<file path="src/rtl/hfs_pkg.sv">
package hfs_pkg;
  parameter int ADDR_W = 6;
  localparam int FRAME_W = ADDR_W + 2;

  typedef struct packed {
    logic              hit;
    logic [ADDR_W-1:0] addr;
  } lane_word_t;
endpackage

</file>
<file path="src/rtl/hfs_edge_sync.sv">
module hfs_edge_sync #(
  parameter int SYNC_STAGES = 2
) (
  input  logic clk,
  input  logic rst,
  input  logic async_in,
  output logic rise_o
);
  logic [SYNC_STAGES-1:0] sync_q;
  logic                   last_q;

  always_ff @(posedge clk) begin
    if (rst) begin
      sync_q <= '0;
      last_q <= 1'b0;
    end else begin
      sync_q <= {sync_q[SYNC_STAGES-2:0], async_in};
      last_q <= sync_q[SYNC_STAGES-1];
    end
  end

  assign rise_o = sync_q[SYNC_STAGES-1] & ~last_q;

  // a detected edge is a single-cycle pulse
  p_rise_pulse_r6: assert property (@(posedge clk) disable iff (rst)
    rise_o |=> !rise_o);
endmodule

</file>
<file path="src/rtl/hfs_phase_ctr.sv">
module hfs_phase_ctr #(
  parameter int RATIO      = 8,
  parameter int LOAD_PHASE = 3
) (
  input  logic clk,
  input  logic rst,
  input  logic rise_i,
  output logic load_o,
  output logic aligned_o
);
  localparam int CNT_W = $clog2(RATIO);

  logic [CNT_W-1:0] cnt_q;
  logic             aligned_q;

  always_ff @(posedge clk) begin
    if (rst) begin
      cnt_q     <= '0;
      aligned_q <= 1'b0;
    end else begin
      if (rise_i)
        cnt_q <= '0;
      else if (cnt_q == CNT_W'(RATIO - 1))
        cnt_q <= '0;
      else
        cnt_q <= cnt_q + 1'b1;
      if (rise_i)
        aligned_q <= 1'b1;
    end
  end

  assign load_o    = aligned_q && (cnt_q == CNT_W'(LOAD_PHASE));
  assign aligned_o = aligned_q;

  // loads come no closer than once per ratio period unless realigned
  p_load_gap_r8: assert property (@(posedge clk) disable iff (rst)
    load_o |=> !load_o);
endmodule

</file>
<file path="src/rtl/hfs_lane_shift.sv">
module hfs_lane_shift #(
  parameter int FRAME_W = 8
) (
  input  logic               clk,
  input  logic               rst,
  input  logic               load_i,
  input  logic [FRAME_W-1:0] frame_i,
  output logic               ser_o
);
  logic [FRAME_W-1:0] sreg_q;

  always_ff @(posedge clk) begin
    if (rst)
      sreg_q <= '0;
    else if (load_i)
      sreg_q <= frame_i;
    else
      sreg_q <= {sreg_q[FRAME_W-2:0], 1'b0};
  end

  assign ser_o = sreg_q[FRAME_W-1];

  // each shift step presents the next lower frame bit
  p_shift_order_r3: assert property (@(posedge clk) disable iff (rst)
    !load_i |=> ser_o == $past(sreg_q[FRAME_W-2]));
endmodule

</file>
<file path="src/rtl/hit_frame_serializer.sv">
module hit_frame_serializer
  import hfs_pkg::*;
#(
  parameter int SYNC_STAGES = 2,
  parameter int RATIO       = 8,
  parameter int LOAD_PHASE  = 3
) (
  input  logic              clk,
  input  logic              rst,
  input  logic              slow_clk,
  input  logic              parity_in,
  input  logic              hit1_in,
  input  logic [ADDR_W-1:0] addr1_in,
  input  logic              hit2_in,
  input  logic [ADDR_W-1:0] addr2_in,
  output logic              lane1_out,
  output logic              lane2_out
);
  localparam int NUM_LANES = 2;

  logic       rise;
  logic       load;
  logic       aligned;
  lane_word_t words [NUM_LANES];
  logic       ser   [NUM_LANES];

  hfs_edge_sync #(.SYNC_STAGES(SYNC_STAGES)) u_sync (
    .clk(clk), .rst(rst), .async_in(slow_clk), .rise_o(rise)
  );

  hfs_phase_ctr #(.RATIO(RATIO), .LOAD_PHASE(LOAD_PHASE)) u_ctr (
    .clk(clk), .rst(rst), .rise_i(rise), .load_o(load), .aligned_o(aligned)
  );

  assign words[0] = '{hit: hit1_in, addr: addr1_in};
  assign words[1] = '{hit: hit2_in, addr: addr2_in};

  for (genvar g = 0; g < NUM_LANES; g++) begin : g_lane
    hfs_lane_shift #(.FRAME_W(FRAME_W)) u_shift (
      .clk(clk), .rst(rst), .load_i(load),
      .frame_i({parity_in, words[g]}), .ser_o(ser[g])
    );
  end

  assign lane1_out = ser[0];
  assign lane2_out = ser[1];

  // lanes silent until the slow clock has been seen
  p_idle_zero_r2: assert property (@(posedge clk) disable iff (rst)
    !aligned |-> (!lane1_out && !lane2_out));

  // both lanes open the frame with the captured parity
  p_slot0_parity_r5: assert property (@(posedge clk) disable iff (rst)
    load |=> (lane1_out == $past(parity_in)) && (lane2_out == $past(parity_in)));

  // lane 2 second slot is its hit flag
  p_slot1_hit_r4: assert property (@(posedge clk) disable iff (rst)
    load |=> ##1 (lane2_out == $past(hit2_in, 2)));
endmodule

</file>
<file path="config.mk">
export PLATFORM = sky130hd
export DESIGN_NAME = hit_frame_serializer
export DESIGN_NICKNAME = d
export VERILOG_FILES = /design/src/rtl/hfs_pkg.sv /design/src/rtl/hfs_edge_sync.sv /design/src/rtl/hfs_phase_ctr.sv /design/src/rtl/hfs_lane_shift.sv /design/src/rtl/hit_frame_serializer.sv
export SDC_FILE = /design/constraint.sdc
export NUM_CORES = 1
export LEC_CHECK = 0
export BUFFER_PORTS_ARGS = -buffer_cell sky130_fd_sc_hd__buf_2
export CAP_MARGIN = 25
export CELL_PAD_IN_SITES_DETAIL_PLACEMENT = 1
export CELL_PAD_IN_SITES_GLOBAL_PLACEMENT = 1
export CORE_MARGIN = 4
export CORE_UTILIZATION = 38
export CTS_BUF_LIST = sky130_fd_sc_hd__clkbuf_8
export DETAILED_ROUTE_END_ITERATION = 12
export GPL_ROUTABILITY_DRIVEN = 0
export PLACE_DENSITY_LB_ADDON = 0.1
export SLEW_MARGIN = 25
export SYNTH_ARGS = -nofsm -noshare
export SYNTH_HDL_FRONTEND = slang
export SYNTH_SLANG_ARGS = --single-unit
</file>
<file path="constraint.sdc">
create_clock -name clk -period 1.39 [get_ports clk]
set_input_delay 0.0695 -clock clk [delete_from_list [all_inputs] [get_ports clk]]
set_output_delay 0.0695 -clock clk [all_outputs]
set_load 0.01 [all_outputs]
</file>
==> results of run 1 <==
-- power by group --
| group | total (mW) | switching, mW | internal (mW) |
|---|---|---|---|
| Clock | 0.402 | 0.205 | 0.197 |
| Combinational | 0.0904 | 0.0488 | 0.0415 |
| Sequential | 0.677 | 0.00488 | 0.672 |
-- timing repair --
item | 4_1_cts | 5_1_grt
setup endpoints to repair | 0 | 6
hold endpoints to repair | 0 | 0
gates resized for setup | 0 | 3
-- registers in the layout, indices dropped and copies added (netlist names) --
signal                 cells
u_sync.sync_q              2
u_ctr.aligned_o            1
g_lane.u_shift.sreg_q     16
u_ctr.cnt_q                3
u_sync.last_q              1
-- synth_stat cells --
cell type / number
sky130_fd_sc_hd__dfxtp_1: 23
sky130_fd_sc_hd__nand3_1: 13
sky130_fd_sc_hd__a21bo_2: 8
sky130_fd_sc_hd__a21oi_1: 8
sky130_fd_sc_hd__a21bo_1: 6
sky130_fd_sc_hd__a21oi_2: 6
sky130_fd_sc_hd__nor2b_1: 4
sky130_fd_sc_hd__buf_2: 3
sky130_fd_sc_hd__buf_4: 3
sky130_fd_sc_hd__ha_1: 3
sky130_fd_sc_hd__nor3b_1: 2
sky130_fd_sc_hd__nor4_1: 2
sky130_fd_sc_hd__buf_6: 1
sky130_fd_sc_hd__buf_8: 1
sky130_fd_sc_hd__inv_1: 1
sky130_fd_sc_hd__nand2_1: 1
sky130_fd_sc_hd__nor4b_1: 1
sky130_fd_sc_hd__o21ba_2: 1
-- metrics by stage --
stage               instances  power, mW  cell area [um2]  util (%)  setup WS [ns]
global route              134       1.24             1090      47.9         0.0210
floorplan                  87      0.751              938         -         0.0923
detailed placement        130      0.782             1030      45.5         0.0566
global placement          130      0.779             1030      45.5         0.0913
CTS                       134       1.19             1080      47.4         0.0483
finish                    134       1.17             1090      47.9         0.0979
-- path summary, 6_finish.rpt --
kind,slack [ns],from,depth (start not counted),end
worst min-delay path,0.02,slow_clk,2,u_sync.sync_q[0]$_SDFF_PP0_
worst max register to register,0.1,u_ctr.cnt_q[0]$_SDFF_PP0_,5,g_lane[0].u_shift.sreg_q[5]$_SDFF_PP0_
worst min register to register,0.45,u_sync.sync_q[0]$_SDFF_PP0_,1,u_sync.sync_q[1]$_SDFF_PP0_
worst max-delay path,0.1,u_ctr.cnt_q[0]$_SDFF_PP0_,5,g_lane[0].u_shift.sreg_q[5]$_SDFF_PP0_
-- logic make-up after synthesis --
logic type / Yosys count / share of synthesized area, %
buffers and inverters: 9 / 7.20
AOI/OAI and AO/OA: 29 / 25.9
adders and majority gates: 3 / 4.00
DFF: 23 / 49.1
and+or+nand+nor: 23 / 13.9
-- layout make-up --
cell class / instances / area (um2)
sequential: 23 / 460
fill: 257 / 1190
clock inverter: 1 / 3.75
multi-input combinational: 55 / 413
inverter: 1 / 3.75
tap: 28 / 35.0
clock buffer: 3 / 41.3
timing repair buffer: 23 / 133
-- layer usage --
metal	share of wire [%]	wire length, um	global-route usage [%]	vias up
met3	6.3	109	3.34	4
met2	48	830	19.0	16
li1	-	-	-	341
met5	0	0	0	-
met1	44	760	13.9	317
met4	1.8	32	6.95	0
==> results_dict.tcl, run 1 <==
set metrics [dict create \
    place.detailed.hpwl_mm 1.23 \
    cts.path.max_buffers 2 \
    vias 678 \
    synth.yosys.warnings 0 \
    post-route-min-period_ns 1.29 \
    global_route.overflow_total 0 \
    floorplan.rows 17 \
    maxCapViolCount 0 \
    die-width_um 57.7 \
    cts_setup_buffers 0 \
    cts.clk_slew.worst_paths_ns 0.08 \
    fin_worst_skew_ns 0.00258 \
    finalNetCount 128 \
    clkLatencyLatePin_ns 0.26 \
    numClockSinks 23 \
    post_route_cells_drive_above_1_share_pct 39.6 \
    n_antenna_cell 0 \
    critPathTopFamily "adder cells" \
    routedWlPerCell_um 12.9 \
    slew_viol_final 0 \
    synthesis.area_um2 938 \
    timing.critical_path.slowest_cell_delay_ns 0.32 \
    drcViolationCount 0 \
    floorplan.die_area_mm2 0.00333 \
    critical_path.max_fanout 15 \
    tritoncts "yes" \
    grt_max_degree 24 \
    cts_hold_buffers 0 \
    synth_top_cells_by_area "sky130_fd_sc_hd__dfxtp_1 (49%), sky130_fd_sc_hd__a21bo_2 (8.5%), sky130_fd_sc_hd__nand3_1 (6.9%), sky130_fd_sc_hd__a21bo_1 (6.4%), sky130_fd_sc_hd__a21oi_2 (5.6%)" \
    via_count_of_the_first_global_routing_pass 710 \
    antenna_violating_nets_post_route 0 \
    cts_root_buf "sky130_fd_sc_hd__clkbuf_8" \
    synth.largest_area_cell "sky130_fd_sc_hd__dfxtp_1" \
    totalNegativeSetupSlack_ns 0 \
    fmaxAchievable_mhz 774 \
    cts_buffers 3 \
    crit_chain "ha_1, ha_2, buf_6, a21bo_2, a21oi_1" \
    yosys.cell_types.count 18 \
    track_usage_pct 11.8 \
    power-per-cell-area_mw_per_mm2 1070 \
    fin_crit_sh_pct 93.0 \
    worst_setup_path_start_kind "flip-flop" \
    final_common_cell "sky130_fd_sc_hd__dfxtp_1" \
    io_buffers 19 \
    vdd.ir_drop.worst_mv 0.547 \
    synth.net_count 108 \
    worst_path_max_delay_cell "sky130_fd_sc_hd__dfxtp_1" \
    synth.yosys.seq_area_share_pct 49.1 \
    class_of_the_worst_hold_path "input pin to flip-flop" \
    max-slew-margin-rel_pct 69.9 \
    netlist.area_leader.share_pct 49.1 \
    commonest_cells_after_routing_fill_and_taps_aside "sky130_fd_sc_hd__dfxtp_1 (23), sky130_fd_sc_hd__buf_2 (19), sky130_fd_sc_hd__nand3_1 (13)" \
    grt_pass1_wl_mm 3.02 \
    syn2layout_area_growth_pct 16.1 \
    path_buf_inv 1 \
    unrepaired_setup_endpoints_after_global_routing "false" \
    leakage_power_nw 0.435 \
    syn_avg_cell_area_um2 10.8 \
    status "finished, final reports clean" \
    drt-pass1-iter-count 3 \
    arrival_ns 1.49 \
    detail_route.vias_per_cell 5.06 \
    die_h_um 57.7 \
    placeableCoreArea_mm2 0.00228 \
    finalHoldWorstSlack_ns 0.0215 \
    io-pin-count 20 \
    ys_ff_latch 23 \
    timing_worst_slew_pin_value_ns 0.451 \
    worstPathRequired_ns 1.58 \
    finalSetupViolCount 0 \
    dr.first_iter.drc_count 15 \
    h-tree-depth 1 \
    detail_route.wirelength_mm 1.73 \
    hold_viol 0 \
    antenna_found_initial 0 \
    floorplan.initialDensity_pct 41.2 \
    post_synth_inst_count 87 \
    worst_setup_path_end_kind "flip-flop" \
    setup.worst_path.class "flip-flop to flip-flop" \
]
Power figures use the tool's default switching activity.
==> inputs of run 2 (changes only) <==
RECOVER_POWER = 25   (was default)
REMOVE_ABC_BUFFERS = 1   (was default)
==> run 2 against run 1 <==
Compared with the run above:
- final cell count is 0.75% lower
- global-route usage is 1.0 points lower
- die area is the same
- count of clock-buffer cells in the layout stayed put
- worst setup slack better by 0.010 ns
- critical endpoint is now g_lane[1].u_shift.sreg_q[4]$_SDFF_PP0_
- largest cell class unchanged
==> results_dict.tcl, run 2 (synthesized netlist as in run 1, its figures left out) <==
set metrics [dict create \
    cts_hold_buffers 0 \
    arrival_ns 1.48 \
    vias 666 \
    syn2layout_area_growth_pct 16.5 \
    io-pin-count 20 \
    critical_path.max_fanout 28 \
    dr.first_iter.drc_count 4 \
    regArea_um2 460 \
    r2r_start "u_ctr.cnt_q[0]$_SDFF_PP0_" \
    largest_register_ff_count 16 \
    global_route.overflow_total 0 \
    class_of_the_worst_hold_path "input pin to flip-flop" \
    routedWlPerCell_um 11.9 \
    drcViolationCount 0 \
    commonest_cells_after_routing_fill_and_taps_aside "sky130_fd_sc_hd__dfxtp_1 (23), sky130_fd_sc_hd__buf_2 (17), sky130_fd_sc_hd__nand3_1 (13)" \
    cts_setup_buffers 0 \
    post_route_cells_drive_above_1_share_pct 40.0 \
    cts_root_buf "sky130_fd_sc_hd__clkbuf_8" \
    worstPathRequired_ns 1.58 \
    hold_viol 0 \
    cts_buffers 3 \
    io_buffers 19 \
    layout_top_registers "g_lane.u_shift.sreg_q: 16 flops, u_ctr.cnt_q: 3 flops, u_sync.sync_q: 2 flops" \
    numClockSinks 23 \
    largest_register_by_flop_count "g_lane.u_shift.sreg_q" \
    status "finished, final reports clean" \
    final_core_utilization_pct 48.0 \
    floorplan.die_area_mm2 0.00333 \
    cts.clk_slew.worst_paths_ns 0.08 \
    die-width_um 57.7 \
    grt_pass1_wl_mm 2.78 \
    track_usage_pct 10.8 \
    num-fill-cells 260 \
    p_total_mw 1.17 \
    vdd.ir_drop.worst_mv 0.446 \
    h-tree-depth 1 \
    drt-pass1-iter-count 2 \
    maxCapViolCount 0 \
    slew_viol_final 0 \
    antenna_found_initial 0 \
    post-route-min-period_ns 1.28 \
    final_common_cell "sky130_fd_sc_hd__dfxtp_1" \
    grt_max_degree 29 \
    finalSetupViolCount 0 \
    die_h_um 57.7 \
    fin_worst_skew_ns 0.00458 \
    totalNegativeSetupSlack_ns 0 \
    placeableCoreArea_mm2 0.00228 \
    unrepaired_setup_endpoints_after_global_routing "false" \
    finalHoldWorstSlack_ns 0.0232 \
    timing_worst_slew_pin_value_ns 0.479 \
    detail_route.vias_per_cell 5.01 \
    register_to_register_setup_slack_ns 0.11 \
    antenna_violating_nets_post_route 0 \
    n_antenna_cell 0 \
    hold_depth 2 \
    worst_setup_path_end_kind "flip-flop" \
    clkLatencyLatePin_ns 0.26 \
    power-per-cell-area_mw_per_mm2 1070 \
    detail_route.wirelength_mm 1.59 \
    multiInputGateArea_um2 420 \
    setup.worst_path.class "flip-flop to flip-flop" \
    worstReg2RegEnd "g_lane[1].u_shift.sreg_q[4]$_SDFF_PP0_" \
    max-slew-margin-rel_pct 68.1 \
    worst_path_max_delay_cell "sky130_fd_sc_hd__dfxtp_1" \
    leakage_power_nw 0.420 \
    hp-start "slow_clk" \
    cts.path.max_buffers 2 \
    fin_crit_sh_pct 92.2 \
    place.detailed.hpwl_mm 1.09 \
    reg2regPathDepth 5 \
    crit_chain "ha_1, ha_2, buf_12, a21bo_2, a21oi_1" \
    via_count_of_the_first_global_routing_pass 652 \
    floorplan.initialDensity_pct 41.2 \
    timing.hold.worst_endpoint "u_sync.sync_q[0]$_SDFF_PP0_" \
    tritoncts "yes" \
    floorplan.rows 17 \
    worst_setup_path_start_kind "flip-flop" \
    timing.critical_path.slowest_cell_delay_ns 0.32 \
    finalNetCount 127 \
    fmaxAchievable_mhz 780 \
]
-- run 2: cell count changes in the layout (fill, tap and decap cells not counted), sizes merged --
| cell | previous run | this run |
|---|---|---|
| buf | 23 | 20 |
| clkbuf | 3 | 5 |
| inv | 2 | 1 |
| clkinv | 0 | 1 |
-- run 2: how the worst max path moves through the flow --
| stage | cells after the start | endpoint | slack, ns | startpoint |
|---|---|---|---|---|
| CTS | 5 | g_lane[0].u_shift.sreg_q[5]$_SDFF_PP0_ | 0.05 | u_ctr.cnt_q[0]$_SDFF_PP0_ |
| global route | 5 | g_lane[1].u_shift.sreg_q[4]$_SDFF_PP0_ | 0.02 | u_ctr.cnt_q[0]$_SDFF_PP0_ |
| floorplan | 4 | g_lane[1].u_shift.sreg_q[7]$_SDFF_PP0_ | -0.08 | u_ctr.cnt_q[0]$_SDFF_PP0_ |
| finish | 5 | g_lane[1].u_shift.sreg_q[4]$_SDFF_PP0_ | 0.11 | u_ctr.cnt_q[0]$_SDFF_PP0_ |
| detailed placement | 5 | g_lane[0].u_shift.sreg_q[5]$_SDFF_PP0_ | 0.07 | u_ctr.cnt_q[0]$_SDFF_PP0_ |
| global placement | 5 | g_lane[0].u_shift.sreg_q[6]$_SDFF_PP0_ | 0.08 | u_ctr.cnt_q[0]$_SDFF_PP0_ |
-- run 2: final cells by class --
cell class	instances	area share [%]
timing repair buffer	22	11.7
inverter	1	0.343
multi-input combinational	55	38.4
sequential	23	42.1
tap	28	3.20
clock buffer	3	3.78
clock inverter	1	0.458
-- run 2: power by group --
group / switching [mW] / leakage (nW) / internal (mW)
clock: 0.206 / 0.0255 / 0.200
sequential: 0.00506 / 0.186 / 0.672
combinational: 0.0486 / 0.209 / 0.0414
-- run 2: timing repair --
| item | 4_1_cts | 5_1_grt |
|---|---|---|
| endpoints found under the hold margin | 0 | 0 |
| resized for setup | 0 | 3 |
| setup endpoints to repair | 0 | 3 |
-- run 2: metrics by stage --
step                      cell area [um2]  std cells  setup slack [ns]
after global placement               1040        129            0.0847
after floorplan                       875         79           -0.0832
final                                1090        133             0.108
after CTS                            1090        133            0.0510
after detailed placement             1040        129            0.0659
after global routing                 1090        133            0.0187
-- run 2: critical path: cells and delay by family (launching register included) --
| kind | cells | cell delay [ns] |
|---|---|---|
| adder cells (fa/ha/maj) | 2 | 0.40 |
| AO/OA/AOI/OAI | 2 | 0.34 |
| flip-flops | 1 | 0.32 |
| buffers and inverters | 1 | 0.16 |
-- run 2: per-layer routing --
metal / part of all wire (%) / GRT usage, % / vias up
met1: 45 / 13.8 / 309
met4: 1.1 / 4.97 / 0
li1: - / - / 339
met5: 0 / 0 / -
met2: 47 / 16.9 / 16
met3: 6.1 / 2.67 / 2
